--- src/rtl/wbm_pkg.sv ---
// Shared constants and types for the merging write buffer.
// Assumes: consumers size their own ports from these defaults.
package wbm_pkg;
    localparam int DEF_ADDR_W = 32;
    localparam int DEF_WORD_W = 32;
    localparam int DEF_WORDS  = 4;
    localparam int DEF_TMO_W  = 16;

    // Controller phase: gathering writes, or offering the line to memory.
    typedef enum logic {
        ST_COLLECT = 1'b0,
        ST_DRAIN   = 1'b1
    } drain_state_e;
endpackage

--- src/rtl/wbm_line_store.sv ---
// Line storage: holds one aligned line as byte lanes with per-lane valid
// bits plus the line tag. Merges accepted writes lane by lane.
// Assumes: WORDS is a power of two >= 2, WORD_W a multiple of 8, and
// wr_en and clear are never high together.
module wbm_line_store #(
    parameter int ADDR_W = wbm_pkg::DEF_ADDR_W,
    parameter int WORD_W = wbm_pkg::DEF_WORD_W,
    parameter int WORDS  = wbm_pkg::DEF_WORDS,
    localparam int BPW   = WORD_W / 8,
    localparam int LB    = WORDS * BPW,
    localparam int OFS_W = $clog2(LB),
    localparam int IDX_W = $clog2(WORDS),
    localparam int BSEL  = $clog2(BPW),
    localparam int TAG_W = ADDR_W - OFS_W
) (
    input  logic                    clk,
    input  logic                    rst_n,
    input  logic                    wr_en,
    input  logic                    clear,
    input  logic [ADDR_W-1:0]       wr_addr,
    input  logic [WORD_W-1:0]       wr_data,
    input  logic [BPW-1:0]          wr_be,
    output logic [TAG_W-1:0]        line_tag,
    output logic [WORDS*WORD_W-1:0] line_data,
    output logic [LB-1:0]           line_be,
    output logic                    nonempty
);
    logic [IDX_W-1:0]        wr_idx;
    logic [WORDS*WORD_W-1:0] data_nxt;
    logic [LB-1:0]           be_nxt;

    assign wr_idx = wr_addr[BSEL +: IDX_W];

    // Per-lane next state: merge the lane when its word and enable are selected.
    for (genvar w = 0; w < WORDS; w++) begin : g_word
        for (genvar b = 0; b < BPW; b++) begin : g_byte
            localparam int L = w * BPW + b;
            logic lane_hit;
            assign lane_hit = wr_en && (wr_idx == IDX_W'(w)) && wr_be[b];
            assign data_nxt[L*8 +: 8] = clear    ? 8'h00 :
                                        lane_hit ? wr_data[b*8 +: 8] :
                                                   line_data[L*8 +: 8];
            assign be_nxt[L] = clear ? 1'b0 : (lane_hit | line_be[L]);
        end
    end

    // Lane registers: data and valid bits of the whole line.
    always_ff @(posedge clk) begin
        if (!rst_n) begin
            line_data <= '0;
            line_be   <= '0;
        end else begin
            line_data <= data_nxt;
            line_be   <= be_nxt;
        end
    end

    // Tag register: follows the line of every accepted write.
    always_ff @(posedge clk) begin
        if (!rst_n)
            line_tag <= '0;
        else if (wr_en)
            line_tag <= wr_addr[ADDR_W-1:OFS_W];
    end

    assign nonempty = |line_be;
endmodule

--- src/rtl/wbm_timeout.sv ---
// Timeout unit: software-visible timeout register and the buffer's down
// counter. The counter is loaded on each accepted write, counts down once
// per cycle while not held, and reports expiry on the step from 1 to 0.
// A loaded value of zero leaves the counter disarmed.
// Assumes: clear and load are never high together.
module wbm_timeout #(
    parameter int TMO_W = wbm_pkg::DEF_TMO_W
) (
    input  logic             clk,
    input  logic             rst_n,
    input  logic             cfg_wr,
    input  logic [TMO_W-1:0] cfg_wdata,
    output logic [TMO_W-1:0] cfg_value,
    input  logic             load,
    input  logic             clear,
    input  logic             hold,
    output logic             expire
);
    logic [TMO_W-1:0] tmo_q;
    logic [TMO_W-1:0] cnt_q;
    logic             armed_q;

    // Timeout register: written by software, read back unchanged.
    always_ff @(posedge clk) begin
        if (!rst_n)
            tmo_q <= '0;
        else if (cfg_wr)
            tmo_q <= cfg_wdata;
    end

    // Down counter: reload on write, zero on flush, else count while free.
    always_ff @(posedge clk) begin
        if (!rst_n) begin
            cnt_q   <= '0;
            armed_q <= 1'b0;
        end else if (clear) begin
            cnt_q   <= '0;
            armed_q <= 1'b0;
        end else if (load) begin
            cnt_q   <= tmo_q;
            armed_q <= (tmo_q != '0);
        end else if (!hold && (cnt_q != '0)) begin
            cnt_q   <= cnt_q - 1'b1;
        end
    end

    // Expiry: the last count step, unless a reload or a hold wins this cycle.
    always_comb begin
        expire = armed_q && (cnt_q == TMO_W'(1)) && !load && !hold && !clear;
    end

    assign cfg_value = tmo_q;
endmodule

--- src/rtl/wbm_drain_ctrl.sv ---
// Drain controller: decides when the line is offered to memory and which
// requests may proceed. A conflict (write to another line, read to this
// line) or an expiry starts a flush; requests stall until it completes.
// Assumes: req_hit is meaningful only while nonempty is high.
module wbm_drain_ctrl
    import wbm_pkg::*;
(
    input  logic clk,
    input  logic rst_n,
    input  logic nonempty,
    input  logic req_valid,
    input  logic req_write,
    input  logic req_hit,
    input  logic expire,
    input  logic flush_ready,
    output logic req_ready,
    output logic flush_valid,
    output logic accept_wr,
    output logic flush_done
);
    drain_state_e state_q;
    drain_state_e state_d;
    logic         conflict;
    logic         draining;
    logic         start;

    // Request decode: conflict, stall, write acceptance, handshake.
    always_comb begin
        draining   = (state_q == ST_DRAIN);
        conflict   = req_valid && nonempty && (req_write ? !req_hit : req_hit);
        req_ready  = !draining && !conflict;
        accept_wr  = req_valid && req_write && req_ready;
        flush_done = draining && flush_ready;
        start      = !draining && nonempty && (conflict || expire);
    end

    // Next phase: leave drain on handshake, enter it on conflict or expiry.
    always_comb begin
        state_d = state_q;
        case (state_q)
            ST_COLLECT: if (start)       state_d = ST_DRAIN;
            ST_DRAIN:   if (flush_ready) state_d = ST_COLLECT;
            default:                     state_d = ST_COLLECT;
        endcase
    end

    // Phase register.
    always_ff @(posedge clk) begin
        if (!rst_n)
            state_q <= ST_COLLECT;
        else
            state_q <= state_d;
    end

    assign flush_valid = draining;
endmodule

--- src/rtl/line_merge_wbuf.sv ---
// Top level of the single-line merging write buffer. Ties together the
// line store, the timeout unit and the drain controller, and drives the
// flush port straight from the stored line.
// Assumes: one request per cycle, held stable until req_ready is seen.
module line_merge_wbuf #(
    parameter int ADDR_W = wbm_pkg::DEF_ADDR_W,
    parameter int WORD_W = wbm_pkg::DEF_WORD_W,
    parameter int WORDS  = wbm_pkg::DEF_WORDS,
    parameter int TMO_W  = wbm_pkg::DEF_TMO_W,
    localparam int BPW   = WORD_W / 8,
    localparam int LB    = WORDS * BPW,
    localparam int OFS_W = $clog2(LB),
    localparam int TAG_W = ADDR_W - OFS_W
) (
    input  logic                    clk,
    input  logic                    rst_n,
    input  logic                    cfg_wr,
    input  logic [TMO_W-1:0]        cfg_wdata,
    output logic [TMO_W-1:0]        cfg_rdata,
    input  logic                    req_valid,
    input  logic                    req_write,
    input  logic [ADDR_W-1:0]       req_addr,
    input  logic [WORD_W-1:0]       req_wdata,
    input  logic [BPW-1:0]          req_be,
    output logic                    req_ready,
    output logic                    flush_valid,
    input  logic                    flush_ready,
    output logic [TAG_W-1:0]        flush_addr,
    output logic [WORDS*WORD_W-1:0] flush_data,
    output logic [LB-1:0]           flush_be
);
    logic             accept_wr;
    logic             flush_done;
    logic             nonempty;
    logic             expire;
    logic             req_hit;
    logic [TAG_W-1:0] line_tag;

    // Line compare: does the request address fall in the buffered line.
    always_comb begin
        req_hit = (req_addr[ADDR_W-1:OFS_W] == line_tag);
    end

    wbm_line_store #(
        .ADDR_W (ADDR_W),
        .WORD_W (WORD_W),
        .WORDS  (WORDS)
    ) u_store (
        .clk       (clk),
        .rst_n     (rst_n),
        .wr_en     (accept_wr),
        .clear     (flush_done),
        .wr_addr   (req_addr),
        .wr_data   (req_wdata),
        .wr_be     (req_be),
        .line_tag  (line_tag),
        .line_data (flush_data),
        .line_be   (flush_be),
        .nonempty  (nonempty)
    );

    wbm_timeout #(
        .TMO_W (TMO_W)
    ) u_tmo (
        .clk       (clk),
        .rst_n     (rst_n),
        .cfg_wr    (cfg_wr),
        .cfg_wdata (cfg_wdata),
        .cfg_value (cfg_rdata),
        .load      (accept_wr),
        .clear     (flush_done),
        .hold      (flush_valid),
        .expire    (expire)
    );

    wbm_drain_ctrl u_ctrl (
        .clk         (clk),
        .rst_n       (rst_n),
        .nonempty    (nonempty),
        .req_valid   (req_valid),
        .req_write   (req_write),
        .req_hit     (req_hit),
        .expire      (expire),
        .flush_ready (flush_ready),
        .req_ready   (req_ready),
        .flush_valid (flush_valid),
        .accept_wr   (accept_wr),
        .flush_done  (flush_done)
    );

    assign flush_addr = line_tag;
endmodule

--- config.mk ---
export PLATFORM = sky130hd
export DESIGN_NAME = line_merge_wbuf
export DESIGN_NICKNAME = d
export VERILOG_FILES = /design/src/rtl/wbm_pkg.sv /design/src/rtl/wbm_line_store.sv /design/src/rtl/wbm_timeout.sv /design/src/rtl/wbm_drain_ctrl.sv /design/src/rtl/line_merge_wbuf.sv
export SDC_FILE = /design/constraint.sdc
export NUM_CORES = 1
export LEC_CHECK = 0
export CORE_MARGIN = 8
export CORE_UTILIZATION = 46
export DETAILED_ROUTE_END_ITERATION = 16
export PLACE_DENSITY = 0.79
export SYNTH_ARGS = -nofsm -noshare
export SYNTH_HDL_FRONTEND = slang
export SYNTH_HIERARCHICAL = 1
export SYNTH_SLANG_ARGS = --single-unit
--- constraint.sdc ---
create_clock -name clk -period 2.78 [get_ports clk]
set_clock_uncertainty 0.1 [all_clocks]
set_input_delay 0.278 -clock clk [delete_from_list [all_inputs] [get_ports clk]]
set_output_delay 0.278 -clock clk [all_outputs]
set_load 0.005 [all_outputs]
* Yosys cells after proc, flatten, opt, wreduce, memory -nomap -nowiden *
Cells that the tools add are included.

word-level totals
  register bits after elaboration = 206
  bits of input ports = 90
  output and inout port bits = 190
  word-level logic and storage cells = 97

operators by class
  add/subtract/negate cells = 1
  eq/ne operators = 5
  muxes and demuxes = 6
  bitwise operators = 18
  reduce and logical (&&, ||, !) cells = 45

operator list
  operator                                                              count
  1-bit logical AND                                                     33
  16-bit two-way mux                                                    2
  16-bit nonzero test                                                   2
  28-bit == test                                                        1
  16-bit by 1-bit == test with 1-bit output, second input constant      1
  1-bit bitwise OR                                                      16
  16-bit OR reduction                                                   1
  16-bit by 1-bit subtractor with 16-bit output, second input constant  1
  1-bit zero test                                                       5
  2-bit == test, second input constant                                  2
  1-bit two-way mux                                                     3
  2-bit by 1-bit == test with 1-bit output, second input constant       1
  2-bit zero test                                                       1
  1-bit NOT                                                             2
  1-bit case mux with 2 select lines                                    1
  2-bit nonzero test                                                    1
  2-bit OR reduction                                                    1
  1-bit logical OR                                                      1

* Logic depth before layout (Yosys ltp) *
  word-level depth = 15
  depth in mapped cells = 12
  mapped depth without buffers = 11

* Modules after synthesis *
Netlist, hierarchy kept.

by module, submodules not included
  module           times used  cells each  area each (µm²)  sequential area each (µm²)
  wbm_line_store   1           639         7076.8           3443.3
  wbm_timeout      1           174         1640.3           660.6
  line_merge_wbuf  1           37          307.8            0.0
  wbm_drain_ctrl   1           8           75.1             20.0

* Worst setup path before layout *
OpenSTA, ideal clock, no wires.

  path type = register to register
  from = register u_store.line_tag[18]
  to = register u_store.line_data[33]
  library setup time = 122 ps
  arrival time = 2416 ps
  data required time = 2558 ps
  slack = 142 ps
  cell stages (with the launch flop) = 13
  buffers on the path = 3
  period minus slack after synthesis = 2638 ps
  path through = dfxtp_1 > xor2_1 > nor4_1 > nand4_1 > nor4_2 > xor2_1 > a31oi_2 > and3_1 > buf_4 > buf_6 > nand4b_1 > buf_4 > mux2i_1

between the ends
  word-level cells in the longest chain between the ends = 9

RTL lines
  element                             line                   RTL
  start, declared                     wbm_line_store.sv:23   output logic [TAG_W-1:0] line_tag,
  start signal, assigned              wbm_line_store.sv:63   line_tag <= wr_addr[ADDR_W-1:OFS_W];
  28-bit == test (*)                  line_merge_wbuf.sv:41  req_hit = (req_addr[ADDR_W-1:OFS_W] == line_tag);
  net req_hit                         line_merge_wbuf.sv:36  logic req_hit;
  1-bit zero test                     wbm_drain_ctrl.sv:30   conflict = req_valid && nonempty && (req_write ? !req_hit : req_hit);
  1-bit two-way mux (*)               wbm_drain_ctrl.sv:30
  1-bit logical AND (*)               wbm_drain_ctrl.sv:30
  1-bit zero test (*)                 wbm_drain_ctrl.sv:31   req_ready = !draining && !conflict;
  1-bit logical AND (*)               wbm_drain_ctrl.sv:31
  net req_ready                       line_merge_wbuf.sv:25  output logic req_ready,
  1-bit logical AND (*)               wbm_drain_ctrl.sv:32   accept_wr = req_valid && req_write && req_ready;
  net accept_wr                       line_merge_wbuf.sv:32  logic accept_wr;
  1-bit logical AND (*) (2 in a row)  wbm_line_store.sv:39   assign lane_hit = wr_en && (wr_idx == IDX_W'(w)) && wr_be[b];
  end signal, assigned                wbm_line_store.sv:53   line_data <= data_nxt;
  end, declared                       wbm_line_store.sv:24   output logic [WORDS*WORD_W-1:0] line_data,

The timed path passes the listed nets; every way through them passes the cells marked *.
A chain may end at the register's enable or synchronous reset.

* Worst setup path after layout *
  from = register u_store.line_tag[23]
  to = register u_ctrl.state_q (netlist: u_ctrl/flush_valid)

between the ends
  word-level cells in the longest chain between the ends = 15

RTL lines
  element                                 line                   RTL
  28-bit == test (*)                      line_merge_wbuf.sv:41
  net req_hit                             line_merge_wbuf.sv:36
  1-bit zero test                         wbm_drain_ctrl.sv:30
  1-bit two-way mux (*)                   wbm_drain_ctrl.sv:30
  1-bit logical AND (*)                   wbm_drain_ctrl.sv:30
  1-bit zero test (*)                     wbm_drain_ctrl.sv:31
  1-bit logical AND (*)                   wbm_drain_ctrl.sv:31
  1-bit logical AND (*)                   wbm_drain_ctrl.sv:32
  1-bit zero test (*)                     wbm_timeout.sv:49      expire = armed_q && (cnt_q == TMO_W'(1)) && !load && !hold && !clear;
  1-bit logical AND (*) (3 in a row)      wbm_timeout.sv:49
  net expire                              line_merge_wbuf.sv:35  logic expire;
  1-bit logical OR (*)                    wbm_drain_ctrl.sv:34   start = !draining && nonempty && (conflict || expire);
  1-bit logical AND (*)                   wbm_drain_ctrl.sv:34
  1-bit two-way mux (*)                   wbm_drain_ctrl.sv:41   ST_COLLECT: if (start) state_d = ST_DRAIN;
  1-bit case mux with 2 select lines (*)  wbm_drain_ctrl.sv:40   case (state_q)
  end signal, assigned                    wbm_drain_ctrl.sv:52   state_q <= state_d;
  end, declared                           wbm_drain_ctrl.sv:21   drain_state_e state_q;

Marks and branches as above.

==> impl_metrics.yaml <==
status:
  status: "finished clean"
global_route:
  grt-ovfl-total: 0
  grt_max_degree: 109
  grt_pass1_wl_um: 43300
  grt_pass1_vias: 7490
  track_usage_pct: 22.1
  antenna_found_initial: 2
routing:
  drt_iter0_markers: 415
  wl_um: 28400
  via_count: 7547
  viasPerCell: 5.29
  ant_nets: 0
  drt-wirelength-per-cell_um: 19.9
  drc: 0
  drtPass1Iterations: 4
placement:
  placed_area_um2: 12500
  dp.cells: 1382
  gp_congestion: 0.882
  dp_hpwl_um: 20600
  numPortBuffers: 277
worst_hold_path:
  hp-start: "rst_n"
  hold_depth: 2
  min_to: "u_tmo/cfg_value[10]"
  hold_class: "primary input to flop"
timing:
  min_period_ps: 2760
  setup_viol: 0
  finalCritPeriodShare_pct: 99.2
  tightest_slew_ps: 892
  rsz0062_at_grt: "yes"
  slew_headroom_pct: 40.4
  slew_violations: 0
  max_freq_mhz: 362
  hold_viol: 0
critical_path:
  critPathMaxFanout: 7
  worstRegToRegCells: 11
  crit_path_end_kind: "flop"
  path_buf_inv: 1
  r2r-end: "u_ctrl/flush_valid"
  critical_path.max_stage_delay_ps: 330
  cp.arrival_ps: 3070
  worstPathCellList: "xor2_1, nor4_2, nand4_1, nor4_4, xor2_1, a31oi_2, and3_2, nor4b_2, and3_1, inv_1, a211oi_2"
  cpMostUsedCell: "xor2_1"
  crit_family: "simple AND/OR/NAND/NOR gates"
  reg2reg_from: "u_store/line_tag[23]"
  slowest_stage: "nor4_2"
  critPathLaunchType: "flop"
  r2r_setup_slack_ps: 20
  criticalPathCategory: "flop to flop"
  required_ps: 3090
die:
  die_area_um2: 24500
  initial_core_util_pct: 46.8
  fp.dieH_um: 157
  ioPinCount: 280
  die_x_um: 157
  num_rows: 51
  core-area_um2: 19500
clock_tree:
  cts_buffers: 22
  clkTransAtPathRegs_ps: 60
  clk_latency_ps: 490
  cts.sinks: 206
  cts_root_buf: "clkbuf_16"
  hold_buffers: 0
  cts_tree: "yes"
  clk_path_buf_depth: 3
  htree_levels: 1
yosys:
  yosysWarnings: 6
  synth_top_family_by_area: "simple AND/OR/NAND/NOR gates"
  synth-adder-area-share_pct: 0.275
  synthMuxAreaShare_pct: 19.1
  synth_nets: 950
  synth-edff-count: 0
  syn_avg_cell_area_um2: 10.6
  netlist_instances: 858
  synthArstFlopShare_pct: 0
  yosys.area_share.simple_pct: 23.0
  ys_seq_area_share_pct: 45.3
  synth_top_flop_cell: "dfxtp_1"
  synth.distinct_cells: 41
  synth_seq_cells: 206
  synth_area_um2: 9100
  synth-compound-area-share_pct: 3.53
  synth-xor-area-share_pct: 3.95
finish:
  final_cell_count_no_fill: 1428
  final_nets: 1238
  fillCellCount: 1527
  finalInstanceArea_um2: 13300
  area_growth_pct: 46.3
  final_cell_mix: "clkdlybuf4s50_1 (275), dfxtp_1 (204), mux2i_1 (172)"
  drive_above_1_share_pct: 10.0
  layout_commonest_cell: "clkdlybuf4s50_1"
  final_core_util_pct: 68.4
pwr:
  worst_ir_drop_vdd_v: 0.000527
  powerDensity_nw_per_um2: 551
  leakage_nw: 5.34
run:
  maxCapViolations: 0
[Yosys cell counts (4+ instances only)]
cell	instances	share of area, %
a21oi_1	33	1.8
and4b_1	4	0.44
buf_2	26	1.4
buf_4	14	1.2
clkbuf_1	28	1.2
dfxtp_1	206	45
inv_1	19	0.78
mux2i_1	174	19
nand3b_1	161	13
nand4_1	12	0.82
nand4b_1	12	1.2
nand4bb_1	4	0.49
nor2_1	6	0.25
nor2b_1	45	3.1
nor3_1	4	0.22
nor4_1	14	0.96
o21ai_0	18	0.99
xnor2_1	16	1.5
xor2_1	25	2.4
[metrics by stage]
stage          hold WS (ps)  worst slack (ps)  setup TNS, ps  power [mW]
3_3_place_gp            348              -806        -101920        4.53
3_5_place_dp            358              -796        -105470        4.55
6_report                126              21.3              0        7.34
5_1_grt                 140              -139         -13340        7.65
2_1_floorplan           306               142              0        4.02
4_1_cts                 122             -79.3          -4530        7.38
[cell type report]
| type | count | area [um2] | area share, % |
|---|---|---|---|
| Antenna cell | 3 | 7.51 | 0.0564 |
| Clock inverter | 1 | 5.00 | 0.0376 |
| Timing Repair Buffer | 334 | 3440 | 25.8 |
| Clock buffer | 37 | 688 | 5.17 |
| Inverter | 20 | 75.1 | 0.564 |
| Tap cell | 265 | 332 | 2.49 |
| Multi-Input combinational cell | 562 | 4640 | 34.9 |
| Sequential cell | 206 | 4130 | 31.0 |
[kinds of logic (layout without fill, tap and decap cells)]
kind of cell    after synthesis  in the layout
xor+xnor                     41             41
buf+inv                      91            392
mux                         174            174
simple gates                286            287
other cells                   0              3
flops                       206            206
compound gates               58             58
fa+ha+maj                     2              2
[worst reg2reg max path: cells and delay by family (launching register included)]
kind	cells	cell delay [ps]
buffers and inverters	1	50
AOI/OAI and AO/OA	2	290
DFF	1	320
xor gates and xnor gates	2	370
and+or+nand+nor	6	1570
[flip-flops by register name, indices dropped and copies added, names as in the netlist]
| signal | cells |
|---|---|
| u_tmo/cnt_q | 16 |
| u_tmo/cfg_value | 16 |
| u_store/line_data | 128 |
| u_tmo/armed_q | 1 |
| u_store/line_be | 16 |
| u_ctrl/flush_valid | 1 |
| u_store/line_tag | 28 |
[layer usage]
| metal | global-route usage, % | up-vias | share of wire (%) |
|---|---|---|---|
| met1 | 28.8 | 3668 | 44 |
| li1 | - | 3646 | - |
| met2 | 36.4 | 197 | 48 |
| met4 | 6.04 | 0 | 2.2 |
| met5 | 0 | - | 0 |
| met3 | 4.19 | 36 | 5.8 |
[power by group]
part	internal, mW	leakage, nW	switching (mW)	total [mW]
sequential	3.09	1.67	0.162	3.25
combinational	0.667	3.32	0.623	1.29
clock	1.67	0.340	1.13	2.80
[how the worst max path moves through the flow]
stage                              start                    end  slack, ps  cells past startpoint
floorplan           u_store/line_tag[18]  u_store/line_data[33]        140                     12
global placement            req_addr[28]          u_tmo/armed_q       -810                     12
detailed placement          req_addr[12]          u_tmo/armed_q       -800                     12
CTS                 u_store/line_tag[23]  u_store/line_data[28]        -80                     11
global route        u_store/line_tag[24]     u_ctrl/flush_valid       -140                     11
finish              u_store/line_tag[23]     u_ctrl/flush_valid         20                     11
[timing repair]
| item | 4_1_cts | 5_1_grt |
|---|---|---|
| setup endpoints to repair | 190 | 189 |
| resized for setup | 18 | 12 |
| cloned | 0 | 2 |
| pin swaps | 5 | 7 |
| buffers inserted | 3 | 0 |
No activity file was read; power rests on OpenSTA's default activity.
